### config.mk
export PLATFORM = sky130hd
export DESIGN_NAME = codec_clkctl
export DESIGN_NICKNAME = d
export VERILOG_FILES = /design/src/rtl/codec_clkctl_pkg.sv /design/src/rtl/cc_sync.sv /design/src/rtl/cc_activity.sv /design/src/rtl/cc_mode.sv /design/src/rtl/cc_fclk.sv /design/src/rtl/codec_clkctl.sv
export SDC_FILE = /design/constraint.sdc
export NUM_CORES = 1
export LEC_CHECK = 0
export BUFFER_PORTS_ARGS = -buffer_cell sky130_fd_sc_hd__buf_2
export CORE_MARGIN = 5
export CORE_UTILIZATION = 50
export CTS_BUF_LIST = sky130_fd_sc_hd__clkbuf_2 sky130_fd_sc_hd__clkbuf_4 sky130_fd_sc_hd__clkbuf_8
export DETAILED_ROUTE_END_ITERATION = 10
export PLACE_DENSITY = 0.65
export SETUP_SLACK_MARGIN = 0.3
export SLEW_MARGIN = 20
export SYNTH_ARGS = -nofsm -noshare
export SYNTH_HDL_FRONTEND = slang
export SYNTH_SLANG_ARGS = --single-unit
### constraint.sdc
create_clock -name clk -period 3.87 [get_ports clk]
set_input_delay 0.387 -clock clk [delete_from_list [all_inputs] [get_ports clk]]
set_output_delay 0.387 -clock clk [all_outputs]
set_load 0.01 [all_outputs]
### src/rtl/codec_clkctl_pkg.sv
// Shared types for the codec clock-mode controller.
// Assumes: nothing beyond IEEE 1800-2017.
package codec_clkctl_pkg;
    typedef enum logic [1:0] {
        ST_PDN   = 2'd0,
        ST_SYNC  = 2'd1,
        ST_ASYNC = 2'd2
    } op_state_t;

    localparam int PIN_RMCLK = 0;
    localparam int PIN_RBCLK = 1;
    localparam int NUM_DUAL  = 2;
endpackage

### src/rtl/cc_sync.sv
// Two-flop synchronizer for a bus of independent asynchronous pins.
// Assumes: each bit is an unrelated slow signal; reset value is zero.
module cc_sync #(
    parameter int W = 1
) (
    input  logic         clk,
    input  logic         rst_n,
    input  logic [W-1:0] d_i,
    output logic [W-1:0] q_o
);
    logic [W-1:0] meta;

    // Two-stage capture of the raw pins.
    always_ff @(posedge clk) begin
        if (!rst_n) begin
            meta <= '0;
            q_o  <= '0;
        end else begin
            meta <= d_i;
            q_o  <= meta;
        end
    end
endmodule

### src/rtl/cc_activity.sv
// Classifies one synchronized pin as toggling (used as a clock) or static
// (used as a level). Toggling: two edges no more than WIN_CYC cycles apart.
// Static: WIN_CYC cycles with no edge; the level is then captured.
// Assumes: pin already synchronized to clk.
module cc_activity #(
    parameter int   WIN_CYC = 524,
    parameter logic RST_LVL = 1'b1
) (
    input  logic clk,
    input  logic rst_n,
    input  logic pin_s,
    output logic tog_o,
    output logic lvl_o
);
    localparam int CW = $clog2(WIN_CYC + 1);

    logic          prev;
    logic          seen;
    logic [CW-1:0] quiet;
    logic          edg;

    assign edg = pin_s ^ prev;

    // Edge spacing measurement and toggling/static decision.
    always_ff @(posedge clk) begin
        if (!rst_n) begin
            prev  <= 1'b0;
            seen  <= 1'b0;
            quiet <= '0;
            tog_o <= 1'b0;
            lvl_o <= RST_LVL;
        end else begin
            prev <= pin_s;
            if (edg) begin
                quiet <= '0;
                seen  <= 1'b1;
                if (seen && (quiet < CW'(WIN_CYC)))
                    tog_o <= 1'b1;
            end else if (quiet != CW'(WIN_CYC)) begin
                quiet <= quiet + 1'b1;
                if (quiet == CW'(WIN_CYC - 1)) begin
                    tog_o <= 1'b0;
                    seen  <= 1'b0;
                    lvl_o <= pin_s;
                end
            end
        end
    end

    // toggling is dropped only after a full quiet window
    p_static_after_window_r10: assert property (@(posedge clk) disable iff (!rst_n)
        $fell(tog_o) |-> ($past(quiet) == CW'(WIN_CYC - 1)) && !$past(edg));

    // the captured level only moves when the pin is judged static
    p_level_when_static_r10: assert property (@(posedge clk) disable iff (!rst_n)
        !$stable(lvl_o) |-> !tog_o);
endmodule

### src/rtl/cc_mode.sv
// Derives operating state, clock selections and divider ratio from the
// classified dual-use pins and frame-sync activity. A rising edge on either
// frame sync restarts a PDN_CYC-cycle keep-alive timer.
// Assumes: inputs synchronized to clk.
module cc_mode
    import codec_clkctl_pkg::*;
#(
    parameter int   PDN_CYC         = 65536,
    parameter logic CLOCKED_IS_2048 = 1'b1
) (
    input  logic clk,
    input  logic rst_n,
    input  logic rm_tog,
    input  logic rm_lvl,
    input  logic bc_tog,
    input  logic bc_lvl,
    input  logic fsx_s,
    input  logic fsr_s,
    output logic pdn_o,
    output logic sync_o,
    output logic async_o,
    output logic rx_mclk_sel_o,
    output logic rx_bclk_sel_o,
    output logic div8_o,
    output logic fsx_rise_o
);
    localparam int TW = $clog2(PDN_CYC + 1);

    logic          fsx_d, fsr_d;
    logic          alive;
    logic [TW-1:0] tmr;
    logic          fs_rise;
    op_state_t     st;

    assign fsx_rise_o = fsx_s & ~fsx_d;
    assign fs_rise    = fsx_rise_o | (fsr_s & ~fsr_d);

    // Keep-alive timer restarted by any frame-sync rising edge.
    always_ff @(posedge clk) begin
        if (!rst_n) begin
            fsx_d <= 1'b0;
            fsr_d <= 1'b0;
            alive <= 1'b0;
            tmr   <= '0;
        end else begin
            fsx_d <= fsx_s;
            fsr_d <= fsr_s;
            if (fs_rise) begin
                tmr   <= '0;
                alive <= 1'b1;
            end else if (alive) begin
                if (tmr == TW'(PDN_CYC - 1))
                    alive <= 1'b0;
                else
                    tmr <= tmr + 1'b1;
            end
        end
    end

    // Operating state from pin classification and keep-alive.
    always_comb begin
        if ((!rm_tog && rm_lvl) || !alive)
            st = ST_PDN;
        else if (rm_tog)
            st = ST_ASYNC;
        else
            st = ST_SYNC;
    end

    assign pdn_o         = (st == ST_PDN);
    assign sync_o        = (st == ST_SYNC);
    assign async_o       = (st == ST_ASYNC);
    assign rx_mclk_sel_o = rm_tog;
    assign rx_bclk_sel_o = bc_tog;
    assign div8_o        = bc_tog ? CLOCKED_IS_2048 : bc_lvl;

    // the keep-alive lapses only after exactly PDN_CYC idle cycles
    p_timeout_exact_r5: assert property (@(posedge clk) disable iff (!rst_n)
        $fell(alive) |-> ($past(tmr) == TW'(PDN_CYC - 1)) && !$past(fs_rise));

    // waking needs a frame-sync rise or a pin that left the high level
    p_wake_cause_r3: assert property (@(posedge clk) disable iff (!rst_n)
        $fell(pdn_o) |-> $past(fs_rise) || $past(rm_lvl != 1'b0 && !rm_tog));
endmodule

### src/rtl/cc_fclk.sv
// Produces the one-cycle filter-clock enable from the selected master clock:
// one pulse per DIV_FAST or DIV_SLOW counted rising edges. In slow ratio the
// FRAME_EDGES-th edge after a transmit frame-sync rise is dropped.
// Assumes: master clock synchronized, at most one edge per clk cycle.
module cc_fclk #(
    parameter int FRAME_EDGES = 193,
    parameter int DIV_FAST    = 8,
    parameter int DIV_SLOW    = 6
) (
    input  logic clk,
    input  logic rst_n,
    input  logic mclk_s,
    input  logic fs_rise,
    input  logic div8,
    input  logic run,
    output logic filt_en_o
);
    localparam int FCW = $clog2(FRAME_EDGES + 1) + 1;
    localparam int DCW = $clog2(DIV_FAST);

    logic           mprev;
    logic           edg;
    logic           absorb;
    logic [FCW-1:0] fcnt;
    logic [DCW-1:0] dcnt;
    logic [DCW-1:0] lim;

    assign edg    = mclk_s & ~mprev;
    assign lim    = div8 ? DCW'(DIV_FAST - 1) : DCW'(DIV_SLOW - 1);
    assign absorb = edg && !div8 && !fs_rise && (fcnt == FCW'(FRAME_EDGES - 1));

    // Master-edge count within the frame, restarted by frame sync.
    always_ff @(posedge clk) begin
        if (!rst_n) begin
            mprev <= 1'b0;
            fcnt  <= '0;
        end else begin
            mprev <= mclk_s;
            if (fs_rise)
                fcnt <= edg ? FCW'(1) : '0;
            else if (edg && fcnt != '1)
                fcnt <= fcnt + 1'b1;
        end
    end

    // Ratio divider producing the enable pulse.
    always_ff @(posedge clk) begin
        if (!rst_n || !run) begin
            dcnt      <= '0;
            filt_en_o <= 1'b0;
        end else begin
            filt_en_o <= 1'b0;
            if (edg && !absorb) begin
                if (dcnt >= lim) begin
                    dcnt      <= '0;
                    filt_en_o <= 1'b1;
                end else begin
                    dcnt <= dcnt + 1'b1;
                end
            end
        end
    end

    // enables are isolated single-cycle pulses
    p_no_back2back_r7: assert property (@(posedge clk) disable iff (!rst_n)
        filt_en_o |=> !filt_en_o);

    // nothing comes out while powered down
    p_quiet_in_pdn_r2: assert property (@(posedge clk) disable iff (!rst_n)
        !run |=> !filt_en_o);

    // a frame-sync rise leaves the frame count at 0 or 1
    p_resync_frame_r11: assert property (@(posedge clk) disable iff (!rst_n)
        $past(fs_rise) |-> fcnt <= FCW'(1));

    // a dropped edge leaves the divider untouched
    p_absorb_holds_r6: assert property (@(posedge clk) disable iff (!rst_n)
        (run && absorb) |=> !filt_en_o && $stable(dcnt));
endmodule

### src/rtl/codec_clkctl.sv
// Top of the codec clock-mode and power-down controller. Synchronizes the
// pins, classifies the two dual-use pins, derives the operating state and
// builds the 256 kHz filter-clock enable from the selected master clock.
// Assumes: clk is much faster than every pin (several cycles per pin phase).
module codec_clkctl
    import codec_clkctl_pkg::*;
#(
    parameter int   WIN_CYC         = 524,
    parameter int   PDN_CYC         = 65536,
    parameter int   FRAME_EDGES     = 193,
    parameter int   DIV_FAST        = 8,
    parameter int   DIV_SLOW        = 6,
    parameter logic CLOCKED_IS_2048 = 1'b1
) (
    input  logic clk,
    input  logic rst_n,
    input  logic mclk_x_i,
    input  logic rmclk_pdn_i,
    input  logic rbclk_sel_i,
    input  logic fs_x_i,
    input  logic fs_r_i,
    output logic pdn_o,
    output logic sync_o,
    output logic async_o,
    output logic rx_mclk_sel_o,
    output logic rx_bclk_sel_o,
    output logic div8_o,
    output logic hiz_o,
    output logic filt_en_o
);
    localparam int NPIN = 5;

    logic [NPIN-1:0]     raw, syn;
    logic [NUM_DUAL-1:0] dual_s, dual_tog, dual_lvl;
    logic                fsx_rise;
    logic                mclk_sel_s;

    assign raw = {fs_r_i, fs_x_i, mclk_x_i, rbclk_sel_i, rmclk_pdn_i};

    cc_sync #(.W(NPIN)) u_sync (
        .clk  (clk),
        .rst_n(rst_n),
        .d_i  (raw),
        .q_o  (syn)
    );

    assign dual_s = syn[NUM_DUAL-1:0];

    for (genvar g = 0; g < NUM_DUAL; g++) begin : g_dual
        cc_activity #(.WIN_CYC(WIN_CYC), .RST_LVL(1'b1)) u_act (
            .clk  (clk),
            .rst_n(rst_n),
            .pin_s(dual_s[g]),
            .tog_o(dual_tog[g]),
            .lvl_o(dual_lvl[g])
        );
    end

    cc_mode #(.PDN_CYC(PDN_CYC), .CLOCKED_IS_2048(CLOCKED_IS_2048)) u_mode (
        .clk          (clk),
        .rst_n        (rst_n),
        .rm_tog       (dual_tog[PIN_RMCLK]),
        .rm_lvl       (dual_lvl[PIN_RMCLK]),
        .bc_tog       (dual_tog[PIN_RBCLK]),
        .bc_lvl       (dual_lvl[PIN_RBCLK]),
        .fsx_s        (syn[3]),
        .fsr_s        (syn[4]),
        .pdn_o        (pdn_o),
        .sync_o       (sync_o),
        .async_o      (async_o),
        .rx_mclk_sel_o(rx_mclk_sel_o),
        .rx_bclk_sel_o(rx_bclk_sel_o),
        .div8_o       (div8_o),
        .fsx_rise_o   (fsx_rise)
    );

    // Receive master clock: own pin in asynchronous mode, else transmit one.
    assign mclk_sel_s = rx_mclk_sel_o ? syn[PIN_RMCLK] : syn[2];
    assign hiz_o      = pdn_o;

    cc_fclk #(.FRAME_EDGES(FRAME_EDGES), .DIV_FAST(DIV_FAST), .DIV_SLOW(DIV_SLOW)) u_fclk (
        .clk      (clk),
        .rst_n    (rst_n),
        .mclk_s   (mclk_sel_s),
        .fs_rise  (fsx_rise),
        .div8     (div8_o),
        .run      (!pdn_o),
        .filt_en_o(filt_en_o)
    );

    // a static rate pin keeps the transmit bit clock on both paths
    p_static_rate_r8: assert property (@(posedge clk) disable iff (!rst_n)
        !rx_bclk_sel_o |-> div8_o == dual_lvl[PIN_RBCLK]);
endmodule

==> results of run 1 <==
[placed cells by master (no fill, tap or decap), types with 11 or more instances in the layout]
master / instances
ha_1: 11
xnor2_1: 11
xor2_1: 20
a21oi_1: 12
nand2_1: 19
buf_2: 14
nor2_1: 42
dfxtp_1: 72
nand3_1: 16
inv_1: 14
and2_1: 17
nand4_1: 15
[cell type report]
| class | count | area [sq um] |
|---|---|---|
| inverter | 15 | 56.3 |
| multi-input combinational | 254 | 1680 |
| tap | 77 | 96.3 |
| timing repair buffer | 14 | 70.1 |
| fill | 590 | 2780 |
| sequential | 72 | 1440 |
| clock inverter | 4 | 45.0 |
| clock buffer | 11 | 145 |
[final timing paths]
path                  start        endpoint  slack [ns]  depth (start not counted)
max           u_mode.tmr[0]  u_mode.tmr[15]        1.70                          8
min                  fs_x_i  u_sync.meta[3]        0.26                          2
max reg2reg   u_mode.tmr[0]  u_mode.tmr[15]        1.70                          8
min reg2reg  u_sync.meta[1]   u_sync.q_o[1]        0.43                          1
[kinds of logic after synthesis]
kind of cell | count (synthesis) | synth area share
AND/OR/NAND/NOR | 163 | 0.285
flip-flops | 72 | 0.447
adder cells (fa/ha/maj) | 11 | 0.0427
AO/OA/AOI/OAI | 42 | 0.0858
XOR/XNOR | 31 | 0.0843
multiplexers | 7 | 0.0221
buffers and inverters | 27 | 0.0326
[metrics by stage]
| step | instance area (sq um) | worst slack (ns) | util | hold WS [ns] | total power [mW] |
|---|---|---|---|---|---|
| 6_report | 3530 | 1.70 | 0.559 | 0.259 | 1.41 |
| 5_1_grt | 3530 | 1.56 | 0.559 | 0.240 | 1.48 |
| 4_1_cts | 3530 | 1.70 | 0.559 | 0.246 | 1.43 |
| 3_3_place_gp | 3340 | 1.77 | 0.529 | 0.417 | 0.850 |
| 3_5_place_dp | 3340 | 1.71 | 0.529 | 0.419 | 0.853 |
| 2_1_floorplan | 3220 | 1.96 | - | 0.412 | 0.835 |
[worst max-delay path: stages, from the launching register on]
cell and delay, ns:
dfxtp_1 0.33, ha_1 0.27, nand3_1 0.11, nor3_1 0.05, ha_1 0.20, and4b_1 0.36
nand4_1 0.23, or3_1 0.38, a21oi_1 0.16
[routing by layer]
layer  up-vias  global-route usage  share of wire
met3        13              0.0342          0.028
li1       1262                   -              -
met5         -                   0              0
met4         0              0.0819          0.027
met1      1134               0.188           0.49
met2        30               0.238           0.45
[registers in the layout, indices dropped and copies added, names as in the netlist]
register	count
g_dual.u_act.seen	2
u_fclk.filt_en_o	1
u_mode.fsr_d	1
u_mode.alive	1
u_sync.meta	5
g_dual.u_act.tog_o	2
u_mode.tmr	17
u_mode.fsx_d	1
g_dual.u_act.quiet	20
u_fclk.dcnt	3
g_dual.u_act.lvl_o	2
u_fclk.mprev	1
u_sync.q_o	5
g_dual.u_act.prev	2
u_fclk.fcnt	9
[power groups by stage]
stage	clock (mW)	sequential (mW)	combinational [mW]
6_report	0.580	0.772	0.0627
3_5_place_dp	0	0.789	0.0639
5_1_grt	0.634	0.775	0.0729
4_1_cts	0.595	0.772	0.0642
3_3_place_gp	0	0.788	0.0617
2_1_floorplan	0	0.784	0.0511
==> key figures, run 1 <==
Routing
  • Total number of vias: 2439
  • Drt wl/cell: 12.7 um
  • Drt pass-1 iters: 4
  • Via-per-instance ratio: 5.46
  • 1st-iter DRT viols: 58
  • Routed Antenna Nets: 0
  • DRC viols: 0
  • Post-Route WL: 5680 um

Placed design
  • Placed cell count: 432
  • Port Buffers: 14
  • HPWL after DPL: 4070 um
  • Placer Congestion: 0.770

Floorplanning
  • Core box area: 0.00631 sq mm
  • Rows: 29
  • Initial core utilization: 0.510
  • Ports: 15
  • Die area: 0.00815 sq mm
  • Die W: 90.3 um
  • Die Y: 90.3 um

STA
  • Endpoints failing hold: 0
  • Period minus WS final: 2.17 ns
  • Unrepaired setup endpoints after global routing: false
  • Fin crit share: 0.561
  • Fin. max-slew vios: 0
  • FMAX: 461 MHz
  • Worst Max-Slew Pin Slew: 0.546 ns
  • Setup_tns: 0 ns
  • Layout Skew: 0.00884 ns
  • Final Setup Violations: 0
  • Slew HR: 0.636

Setup path
  • Worst endpoint required time: 4.13 ns
  • Crit-path max FO: 6
  • Worst EP arrival: 2.43 ns
  • Worst setup EP type: flip-flop
  • CP Class: reg2reg
  • Worst setup SP type: flip-flop

Power
  • Switching part of the total: 0.223
  • Net Sw Power: 316 uW
  • Worst VDD drop: 0.219 mV
  • Internal power: 1.10 mW
  • Seq pwr share: 0.546
  • Clk network pwr share: 0.410
  • Leakage: 1.38 nW
  • Pwr dens: 401 mW/mm^2
  • Comb pwr share: 0.044

Yosys
  • Synth area leader: dfxtp_1
  • Top FF cell, synth: dfxtp_1
  • Ys Warns: 0
  • Post-synth ARST share: 0
  • Share of the synthesized area in the top cell type: 0.447
  • Register area share after synthesis: 0.447
  • Most common cell in the netlist: dfxtp_1
  • Post-synth EDFFs: 0
  • Mapped Cells: 353
  • Top post-synthesis cells by count: dfxtp_1, nor2_1, xor2_1
  • Area contributors post-synth: dfxtp_1, xor2_1, nor2_1, ha_1, and2_1
  • Yosys cell types: 47
  • Syn Std Cell Area: 0.00322 sq mm
  • #FFs+latches synth: 72
  • Avg Cell Area, Syn: 9.13 sq um
  • Syn Nets: 371

Layout
  • Fraction of layout cells with a size suffix above 1: 0.114
  • Area Growth Syn to Fin: 9.55%
  • Non-Filler Instances: 447
  • Antenna fix cells: 0
  • Final layout net count: 384

Clocking
  • Longest Clk Path Bufs: 2
  • Root Driver: clkbuf_8
  • Clock Latency Late Sink: 0.34 ns
  • Number of CTS-inserted buffers: 9
  • Post CTS Setup Buffer Count: 0
  • CTS Hold Bufs: 0
  • TritonCTS clock tree: yes
  • H-tree level count: 3
  • CTS sink cnt: 72
  • Clock-pin slew on the worst setup and hold paths: 0.07 ns
  • Post-cts sizing count: 0

GRT
  • Largest net degree at the start of global routing: 23
  • Total track usage: 0.150
  • Initial antenna violation count: 0
  • GR Overflow Total: 0
  • First-pass GRT wire length: 10200 um
  • Vias in the first global route: 2380

Run
  • Maxcap violations: 0

Status
  • Outcome: completed

Hold path
  • HP Class: in2reg
Power figures use the tool's default switching activity.
==> inputs of run 2 (changes only) <==
Settings changed: PLACE_DENSITY 0.65 to 0.68.
Clock period 3.87 ns to 1.8 ns, I/O delays scaled along.
==> key figures, run 2 (synthesized netlist as in run 1, its figures left out) <==
Clocking
  • H-tree level count: 3 (unchanged)
  • TritonCTS clock tree: yes (unchanged)
  • Longest Clk Path Bufs: 2 (unchanged)
  • Number of CTS-inserted buffers: 9 (unchanged)
  • CTS Hold Bufs: 0 (unchanged)
  • Clock Latency Late Sink: 0.35 ns (was 0.34 ns)
  • Clock-pin slew on the worst setup and hold paths: 0.08 ns (was 0.07 ns)
  • Root Driver: clkbuf_8 (unchanged)
  • CTS sink cnt: 72 (unchanged)

Power
  • Comb pwr share: 0.060 (was 0.044)
  • Net Sw Power: 728 uW (was 316 uW)
  • Clk network pwr share: 0.413 (was 0.410)
  • Worst VDD drop: 0.455 mV (was 0.219 mV)
  • Switching part of the total: 0.231 (was 0.223)
  • Internal power: 2.43 mW (was 1.10 mW)
  • Seq pwr share: 0.527 (was 0.546)
  • Pwr dens: 734 mW/mm^2 (was 401 mW/mm^2)
  • Leakage: 1.70 nW (was 1.38 nW)

STA
  • Hold WS: 0.0344 ns (was 0.259 ns)
  • Period minus WS final: 1.84 ns (was 2.17 ns)
  • Worst Max-Slew Pin Slew: 0.476 ns (was 0.546 ns)
  • Final Setup Violations: 4 (was 0)
  • Fin crit share: 1.02 (was 0.561)
  • PnR worst setup slack: -0.0359 ns (was 1.70 ns)
  • Fin. max-slew vios: 0 (unchanged)
  • FMAX: 545 MHz (was 461 MHz)
  • Layout Skew: 0.00750 ns (was 0.00884 ns)
  • Endpoints failing hold: 0 (unchanged)
  • Slew HR: 0.681 (was 0.636)
  • Unrepaired setup endpoints after global routing: true (was false)
  • Setup_tns: -0.0836 ns (was 0 ns)

Floorplanning
  • Die W: 90.3 um (unchanged)
  • Rows: 29 (unchanged)
  • Core box area: 0.00631 sq mm (unchanged)
  • Die area: 0.00815 sq mm (unchanged)
  • Ports: 15 (unchanged)
  • Initial core utilization: 0.510 (unchanged)
  • Die Y: 90.3 um (unchanged)

Hold path
  • Hold path cells: 2 (unchanged)
  • Hold Path Sink: u_sync.meta[2] (was u_sync.meta[3])
  • Worst min-delay path startpoint: mclk_x_i (was fs_x_i)
  • HP Class: in2reg (unchanged)

Placed design
  • Placer Congestion: 0.850 (was 0.770)
  • HPWL after DPL: 4360 um (was 4070 um)
  • Port Buffers: 14 (unchanged)

Layout
  • Area Growth Syn to Fin: 33.4% (was 9.55%)
  • Filler cell count: 509 (was 590)
  • Commonest non-fill, non-tap cell in the layout: dfxtp_1 (unchanged)
  • Antenna fix cells: 0 (unchanged)
  • Max reg flops: 20 (unchanged)
  • Fraction of layout cells with a size suffix above 1: 0.376 (was 0.114)
  • Top Registers: g_dual.u_act.quiet: 20 flops, u_mode.tmr: 17 flops, u_fclk.fcnt: 9 flops (unchanged)
  • Most frequent cells in the layout: dfxtp_1, buf_4, nor2_1 (was dfxtp_1, nor2_1, xor2_1)
  • Top reg by flops: g_dual.u_act.quiet (unchanged)
  • Final layout net count: 436 (was 384)

Routing
  • Post-Route WL: 6920 um (was 5680 um)
  • Drt wl/cell: 13.8 um (was 12.7 um)
  • Routed Antenna Nets: 0 (unchanged)
  • 1st-iter DRT viols: 60 (was 58)
  • Drt pass-1 iters: 4 (unchanged)
  • DRC viols: 0 (unchanged)
  • Via-per-instance ratio: 5.31 (was 5.46)
  • Total number of vias: 2655 (was 2439)

Setup path
  • Worst EP arrival: 2.13 ns (was 2.43 ns)
  • RR Startpoint: u_mode.tmr[7] (was u_mode.tmr[0])
  • Worst setup SP type: flip-flop (unchanged)
  • Crit-path max FO: 3 (was 6)
  • Worst setup EP type: flip-flop (unchanged)
  • Worst reg-to-reg setup slack: -0.04 ns (was 1.70 ns)
  • Length in cells of the worst reg-to-reg path: 8 (unchanged)
  • Worst reg2reg path endpoint: u_mode.tmr[14] (was u_mode.tmr[15])
  • Critical path origin: u_mode.tmr[7] (was u_mode.tmr[0])
  • CP Class: reg2reg (unchanged)
  • Worst endpoint required time: 2.10 ns (was 4.13 ns)

GRT
  • Vias in the first global route: 2646 (was 2380)
  • First-pass GRT wire length: 11600 um (was 10200 um)
  • Initial antenna violation count: 0 (unchanged)
  • GR Overflow Total: 0 (unchanged)
  • Largest net degree at the start of global routing: 22 (was 23)
  • Total track usage: 0.169 (was 0.150)

Status
  • Outcome: finished, violations left (was completed)
  • Failing checks: setup timing

Run
  • Maxcap violations: 0 (unchanged)
run 2: cell types whose count changed in the layout (fill, tap and decap cells not counted), sizes merged:
cell	change
buf	+52
clkinv	-1
clkinvlp	+2
run 2: routing by layer:
metal / vias up / wire (um) / part of all wire / track usage
met4: 0 / 113 / 0.016 / 0.0844
met2: 45 / 3320 / 0.48 / 0.271
li1: 1361 / - / - / -
met3: 11 / 264 / 0.038 / 0.0417
met1: 1238 / 3230 / 0.47 / 0.212
met5: - / 0 / 0 / 0
run 2: final cells by class:
cell class | count | area [sq um] | share of cell area
timing repair buffer | 66 | 490 | 0.114
multi-input combinational | 254 | 1980 | 0.461
inverter | 15 | 58.8 | 0.0137
clock buffer | 11 | 151 | 0.0352
tap | 77 | 96.3 | 0.0224
clock inverter | 5 | 55.1 | 0.0128
sequential | 72 | 1470 | 0.341
run 2: worst max path at each step:
stage                          end  slack, ns
global placement    u_mode.tmr[13]       0.01
floorplan           u_mode.tmr[13]      -0.07
detailed placement  u_mode.tmr[13]      -0.09
global route        u_mode.tmr[15]      -0.14
CTS                 u_mode.tmr[14]      -0.02
finish              u_mode.tmr[14]      -0.04
run 2: power by group through the flow:
stage	sequential (mW)	clock (mW)	combinational (mW)
floorplan	1.69	0	0.114
global placement	1.70	0	0.156
detailed placement	1.70	0	0.159
CTS	1.66	1.34	0.172
global route	1.67	1.42	0.210
finish	1.66	1.30	0.188
run 2: worst max-delay path, cell delays in order, from the launching register on:
cell	delay, ns
dfxtp_2	0.33
and4_1	0.20
nand2_1	0.08
nor3_2	0.05
ha_2	0.18
and4b_1	0.29
nand4_1	0.14
or4_1	0.43
nand2_1	0.08
run 2: per-stage QoR:
stage / power, mW / instances / util / area [sq um] / setup slack, ns
floorplan: 1.80 / 353 / - / 3300 / -0.0715
global placement: 1.85 / 465 / 0.580 / 3660 / 0.0138
detailed placement: 1.86 / 465 / 0.580 / 3660 / -0.0931
CTS: 3.17 / 493 / 0.647 / 4090 / -0.0163
global route: 3.29 / 500 / 0.681 / 4300 / -0.141
finish: 3.15 / 500 / 0.681 / 4300 / -0.0359
run 2: repair_timing:
action | 4_1_cts | 5_1_grt
hold endpoints to repair | 0 | 0
setup buffers | 12 | 7
setup endpoints to repair | 46 | 52
pin swaps | 20 | 24
resized for setup | 29 | 41
gates cloned | 0 | 0
